**config.mk**
```make
export PLATFORM = sky130hd
export DESIGN_NAME = cfg_inband_loader
export DESIGN_NICKNAME = d
export VERILOG_FILES = /design/src/rtl/cfg_loader_pkg.sv /design/src/rtl/cfg_win_ctr.sv /design/src/rtl/cfg_chan_sr.sv /design/src/rtl/cfg_shadow.sv /design/src/rtl/cfg_inband_loader.sv
export SDC_FILE = /design/constraint.sdc
export NUM_CORES = 1
export LEC_CHECK = 0
export BUFFER_PORTS_ARGS = -buffer_cell sky130_fd_sc_hd__buf_2
export CAP_MARGIN = 20
export CORE_MARGIN = 3
export CORE_UTILIZATION = 40
export CTS_BUF_LIST = sky130_fd_sc_hd__clkbuf_4
export CTS_CLUSTER_DIAMETER = 30
export DETAILED_ROUTE_END_ITERATION = 8
export GPL_TIMING_DRIVEN = 0
export PLACE_DENSITY = 0.62
export SETUP_SLACK_MARGIN = 0.4
export SLEW_MARGIN = 30
export SYNTH_ARGS = -nofsm -noshare
export SYNTH_HDL_FRONTEND = slang
export SYNTH_SLANG_ARGS = --single-unit
```
**constraint.sdc**
```tcl
create_clock -name clk_i -period 4.4 [get_ports clk_i]
set_clock_uncertainty 0.15 [all_clocks]
set_input_delay 0.22 -clock clk_i [delete_from_list [all_inputs] [get_ports clk_i]]
set_output_delay 0.22 -clock clk_i [all_outputs]
set_load 0.05 [all_outputs]
```
**src/rtl/cfg_loader_pkg.sv**
```systemverilog
package cfg_loader_pkg;
  typedef enum logic {
    PH_CTRL = 1'b0,
    PH_DATA = 1'b1
  } shift_phase_e;
endpackage

```
**src/rtl/cfg_win_ctr.sv**
```systemverilog
module cfg_win_ctr #(
  parameter int CTRL_BITS = 3
) (
  input  logic                        clk_i,
  input  logic                        rst_ni,
  input  logic                        shift_i,
  input  logic                        restart_i,
  output cfg_loader_pkg::shift_phase_e phase_o
);
  localparam int CW = $clog2(CTRL_BITS + 1);
  localparam logic [CW-1:0] LIMIT = CW'(CTRL_BITS);

  logic [CW-1:0] cnt_q;

  always_ff @(posedge clk_i or negedge rst_ni) begin
    if (!rst_ni) begin
      cnt_q <= '0;
    end else if (restart_i) begin
      cnt_q <= '0;
    end else if (shift_i && (cnt_q != LIMIT)) begin
      cnt_q <= cnt_q + 1'b1;
    end
  end

  assign phase_o = (cnt_q == LIMIT) ? cfg_loader_pkg::PH_DATA : cfg_loader_pkg::PH_CTRL;
endmodule

```
**src/rtl/cfg_chan_sr.sv**
```systemverilog
module cfg_chan_sr #(
  parameter int CTRL_BITS = 3
) (
  input  logic                 clk_i,
  input  logic                 rst_ni,
  input  logic                 shift_i,
  input  logic                 bit_i,
  output logic [CTRL_BITS-1:0] sr_nxt_o
);
  logic [CTRL_BITS-1:0] sr_q;

  generate
    if (CTRL_BITS == 1) begin : g_single
      assign sr_nxt_o = shift_i ? bit_i : sr_q;
    end else begin : g_multi
      // first bit received ends up in the MSB
      assign sr_nxt_o = shift_i ? {sr_q[CTRL_BITS-2:0], bit_i} : sr_q;
    end
  endgenerate

  always_ff @(posedge clk_i or negedge rst_ni) begin
    if (!rst_ni) sr_q <= '0;
    else         sr_q <= sr_nxt_o;
  end
endmodule

```
**src/rtl/cfg_shadow.sv**
```systemverilog
module cfg_shadow #(
  parameter int W = 12
) (
  input  logic         clk_i,
  input  logic         rst_ni,
  input  logic         load_i,
  input  logic [W-1:0] d_i,
  output logic [W-1:0] q_o
);
  always_ff @(posedge clk_i or negedge rst_ni) begin
    if (!rst_ni)     q_o <= '0;
    else if (load_i) q_o <= d_i;
  end
endmodule

```
**src/rtl/cfg_inband_loader.sv**
```systemverilog
module cfg_inband_loader #(
  parameter int NUM_CH    = 4,
  parameter int CTRL_BITS = 3
) (
  input  logic                          clk_i,
  input  logic                          rst_ni,
  input  logic                          scan_en_i,
  input  logic                          load_done_i,
  input  logic [NUM_CH-1:0]             chan_i,
  output logic [NUM_CH-1:0]             core_o,
  output logic                          core_vld_o,
  output logic [NUM_CH*CTRL_BITS-1:0]   cfg_o
);
  localparam int CFG_W = NUM_CH * CTRL_BITS;

  cfg_loader_pkg::shift_phase_e phase;
  logic                         ctrl_shift;
  logic [CFG_W-1:0]             sr_nxt;

  cfg_win_ctr #(.CTRL_BITS(CTRL_BITS)) u_win (
    .clk_i    (clk_i),
    .rst_ni   (rst_ni),
    .shift_i  (scan_en_i),
    .restart_i(load_done_i),
    .phase_o  (phase)
  );

  assign ctrl_shift = scan_en_i && (phase == cfg_loader_pkg::PH_CTRL);
  assign core_vld_o = scan_en_i && (phase == cfg_loader_pkg::PH_DATA);
  assign core_o     = chan_i & {NUM_CH{core_vld_o}};

  for (genvar c = 0; c < NUM_CH; c++) begin : g_ch
    cfg_chan_sr #(.CTRL_BITS(CTRL_BITS)) u_sr (
      .clk_i   (clk_i),
      .rst_ni  (rst_ni),
      .shift_i (ctrl_shift),
      .bit_i   (chan_i[c]),
      .sr_nxt_o(sr_nxt[c*CTRL_BITS +: CTRL_BITS])
    );
  end

  // capture the post-shift value so a coincident control bit is included
  cfg_shadow #(.W(CFG_W)) u_shadow (
    .clk_i (clk_i),
    .rst_ni(rst_ni),
    .load_i(load_done_i),
    .d_i   (sr_nxt),
    .q_o   (cfg_o)
  );
endmodule

```
* Word level (Yosys, flattened, before mapping)
Index checks and enable logic that the tools add are counted.
Cells by class: add/sub/neg operators 1, equality and inequality tests 2, reduce and logical (&&, ||, !) cells 4, multiplexer cells 7, bitwise operators 2
Operators by type and width (count):
- two-way mux 3 bit | 4
- AND 4 bit | 1
- two-way mux 2 bit | 2
- logical AND 1 bit | 3
- adder 2 x 1 -> 2 bit (second input constant) | 1
- equality test 2 bit (second input constant) | 1
- != test 2 bit (second input constant) | 1
- nonzero test 2 bit | 1
- two-way mux 1 bit | 1
- NOT 1 bit | 1
Storage, ports and cells: bits in registers 26

* Longest topological paths before layout
depth after elaboration 5, depth in mapped cells 6, depth with buffers taken out 4

* By module
A second synthesis with hierarchy kept.
Unflattened totals: cells, all modules 65, area total of the unflattened synthesis 1082.3 um^2
Modules (own cells, without submodules):
- cfg_shadow | cells each 25, area an instance 484.2 um^2, instances 1, seq. area each 300.3 um^2
- cfg_chan_sr | cells each 6, area an instance 108.9 um^2, instances 4, seq. area each 75.1 um^2
- cfg_win_ctr | cells each 10, area an instance 123.9 um^2, instances 1, seq. area each 50.0 um^2
- cfg_inband_loader | cells each 6, area an instance 38.8 um^2, instances 1, seq. area each 0.0 um^2

* Least setup slack after synthesis
No wires, ideal clock.
path type reg2reg, start point register u_win.cnt_q[0], end point register u_shadow.q_o[2], data required time 4.125 ns, slack 2.610 ns, stages on the path, launching flop included 7, buffers on the path 2, library setup time 0.125 ns, data arrival time 1.515 ns, path through dfrtp_1 ha_1 nand2b_1 buf_6 buf_12 mux2_4 mux2_4
On the way: cells in the longest elaborated chain, start to end 5
RTL lines:
- start, declared | line cfg_win_ctr.sv:13 | logic [CW-1:0] cnt_q;
- start signal, assigned | line cfg_win_ctr.sv:21 | cnt_q <= cnt_q + 1'b1;
- equality test 2 bit | line cfg_win_ctr.sv:25 | assign phase_o = (cnt_q == LIMIT) ? cfg_loader_pkg::PH_DATA : cfg_loader_pkg::PH_CTRL;
- two-way mux 1 bit | line cfg_win_ctr.sv:25
- NOT 1 bit | line cfg_inband_loader.sv:28 | assign ctrl_shift = scan_en_i && (phase == cfg_loader_pkg::PH_CTRL);
- logical AND 1 bit | line cfg_inband_loader.sv:28
- two-way mux 3 bit | line cfg_chan_sr.sv:17 | assign sr_nxt_o = shift_i ? {sr_q[CTRL_BITS-2:0], bit_i} : sr_q;
- named net g_ch[0].u_sr.sr_nxt_o[2] | line cfg_chan_sr.sv:8 | output logic [CTRL_BITS-1:0] sr_nxt_o
- end signal, assigned | line cfg_shadow.sv:12 | else if (load_i) q_o <= d_i;
- end, declared | line cfg_shadow.sv:8 | output logic [W-1:0] q_o
The timed path passes the listed nets, and every way through them passes these cells. A chain may end at the register's enable or synchronous reset.

* Worst setup path in the final report
start point register u_win.cnt_q[0], end point register u_shadow.q_o[9]
On the way: cells in the longest elaborated chain, start to end 5
RTL lines (line):
- equality test 2 bit | cfg_win_ctr.sv:25
- two-way mux 1 bit | cfg_win_ctr.sv:25
- NOT 1 bit | cfg_inband_loader.sv:28
- logical AND 1 bit | cfg_inband_loader.sv:28
- two-way mux 3 bit | cfg_chan_sr.sv:17
- named net g_ch[3].u_sr.sr_nxt_o[0] | cfg_chan_sr.sv:8
The timed path passes the listed nets, and every way through them passes these cells.

==> results.toml <==
[outcome]
outcome = "finished, final reports clean"

[global_route]
grt_antenna_before_repair = 0
track_usage = 0.1242
grt_overflow = 0
grt_pass1_wl_um = 3132
grt_max_degree = 27
grt_pass1_vias = 621

[cts]
numCtsBuffers = 3
hold_buffers = 3
cts_repair_resize_count = 0
cts_tree = "yes"
clk_pin_slew_ns = 0.13
cts.path.max_buffers = 2
cts_setup_buffers = 0
htree_levels = 1
clock-sinks = 26
clock_latency_ns = 0.31
cts_root_buf = "clkbuf_4"

[run]
maxCapViolations = 0

[final_layout]
drive_above_1_share = 0.6186
fillers = 239
n_antenna_cell = 0
register_area_um2 = 650.6
final_nets = 108
instances_no_fill = 127
multi_input_area_um2 = 425.4
post-route-util = 0.5307
area_growth_pct = 22.50

[sta]
slew_headroom = 0.6298
fin_setup_tns_ns = 0
rsz0062_at_grt = "no"
fin_crit_sh = 0.4270
final_max_slew_viol_count = 0
setup_violations = 0
hold_viol_final = 0
post-route-min-period_ns = 1.879
fmax_ghz = 0.5323
worstMarginPinSlew_ns = 0.5553

[synthesis]
yosys_warnings = 0
synth_fp_nets = 75
synth_edf_count = 0
ys_top_cells_by_area = "dfrtp_1 (58%), mux2_4 (22%), mux2_2 (8.1%)"
synthAdderAreaFrac = 0.02250
synth_mux_area_frac = 0.3060
synth_xor_area_frac = 0.007874
async_reset_ff_frac = 1.000
synth-compound-area-share = 0
synth_seq_cells = 26
synth_top_cell_by_area = "dfrtp_1"
yosys.cell_types.count = 13
yosys.area.top_type_share = 0.5849
synthSimpleGateAreaFrac = 0.04612
synth.avg_cell_area_um2 = 17.11
synthTopCellsByCount = "dfrtp_1 (26), mux2_4 (16), mux2_2 (8)"
yosysSeqAreaShare = 0.5849
synth_top_family_by_area = "multiplexers"
synth_most_common_cell = "dfrtp_1"
synthCells = 65
synth_area_um2 = 1112
synthFlopType = "dfrtp_1"

[critical_path]
cp_max_fo = 10
worstReg2RegStart = "u_win.cnt_q[0]"
reg2reg_slack_ns = 2.52
critPathLaunchType = "register"
criticalPathCategory = "reg -> reg"
rr_worst_depth = 6
arrival_ns = 1.94
crit_required_ns = 4.47
worst_setup_path_end_kind = "register"
r2r_end = "u_shadow.q_o[9]"

[floorplanning]
die_h_um = 58.74
io-pin-count = 25
core_um2 = 2567
start_util = 0.4332
die_w_um = 58.74
floorplan.rows = 18
die-area_um2 = 3450

[drt]
drtAntennaViolNets = 0
initialDrtViolationCount = 3
finalWirelength_um = 1904
num_vias = 613
detail_route.wl_per_cell_um = 14.99
drc = 0
vias_per_cell = 4.827
dr.pass1.iters = 3

[place]
dp_hpwl_um = 1335
gp_congestion = 0.6822
placed_cells = 119
portBuffers = 24

[pwr]
leakage_uw = 0.0007019
p_per_area_nw_per_um2 = 508.0
ir_worst_vdd_v = 0.0003782

[min_path]
min_path_type = "in -> reg"
hold_depth = 2
hold_start = "chan_i[1]"
min_to = "g_ch[1].u_sr.sr_q[0]"
==> layer usage <==
metal | wire, um | track usage
met4 | 15 | 0.02913
met3 | 100 | 0.04825
met2 | 959 | 0.1877
met5 | 0 | 0
met1 | 827 | 0.1685
==> state kept, by name, summed over array words and instances, names as in the netlist <==
name and flops:
u_shadow.q_o 12, g_ch.u_sr.sr_q 12, u_win.cnt_q 2
==> cells in the final DEF, fill, tap and decap left out, types with 2 or more instances in the layout <==
| cell type | count |
|---|---|
| ha_1 | 2 |
| dfrtp_1 | 26 |
| clkbuf_4 | 3 |
| mux2_2 | 8 |
| mux2_4 | 16 |
| buf_2 | 25 |
| nor2_1 | 2 |
| dlygate4sd3_1 | 4 |
| and3_2 | 4 |
==> power by group <==
| group | total, uW | internal (uW) | switching (uW) |
|---|---|---|---|
| Clock | 162 | 92.2 | 69.8 |
| Combinational | 221 | 85.0 | 136 |
| Sequential | 309 | 286 | 23.3 |
==> worst max-delay path, stage by stage (launching register included) <==
cell	delay, ns
dfrtp_1	0.43
ha_1	0.21
nand2b_1	0.15
buf_6	0.14
buf_12	0.14
mux2_4	0.30
mux2_4	0.26
==> stage by stage <==
stage | setup slack [ns] | power, uW | hold slack, ns | cell area [um^2]
2_1_floorplan | 2.610 | 483.6 | -0.2256 | 1112
3_3_place_gp | 2.562 | 530.2 | 0.09415 | 1270
3_5_place_dp | 2.534 | 535.7 | 0.09718 | 1270
4_1_cts | 2.508 | 702.1 | 0.002439 | 1353
5_1_grt | 2.459 | 729.6 | 0.01490 | 1363
6_report | 2.521 | 692.2 | 0.02739 | 1363
==> worst max path at each step <==
stage,from,to,slack [ns],depth (start not counted)
2_1_floorplan,u_win.cnt_q[0],u_shadow.q_o[2],2.61,6
3_3_place_gp,u_win.cnt_q[0],u_shadow.q_o[9],2.56,6
3_5_place_dp,u_win.cnt_q[0],u_shadow.q_o[9],2.53,6
4_1_cts,u_win.cnt_q[0],u_shadow.q_o[9],2.51,6
5_1_grt,u_win.cnt_q[0],u_shadow.q_o[9],2.46,6
6_report,u_win.cnt_q[0],u_shadow.q_o[9],2.52,6
==> final cells by class <==
class                           count  share of cell area
Multi-Input combinational cell     36              0.3122
Sequential cell                    26              0.4775
Tap cell                           30             0.02755
Clock buffer                        3             0.01653
Clock inverter                      1             0.02204
Timing Repair Buffer               28              0.1175
Buffer                              3             0.02663
==> logic make-up after synthesis <==
group	Yosys count
DFF	26
muxes	25
xor gates and xnor gates	1
adders and majority gates	2
buffers and inverters	3
and+or+nand+nor	8
No activity file was read; power rests on OpenSTA's default activity.
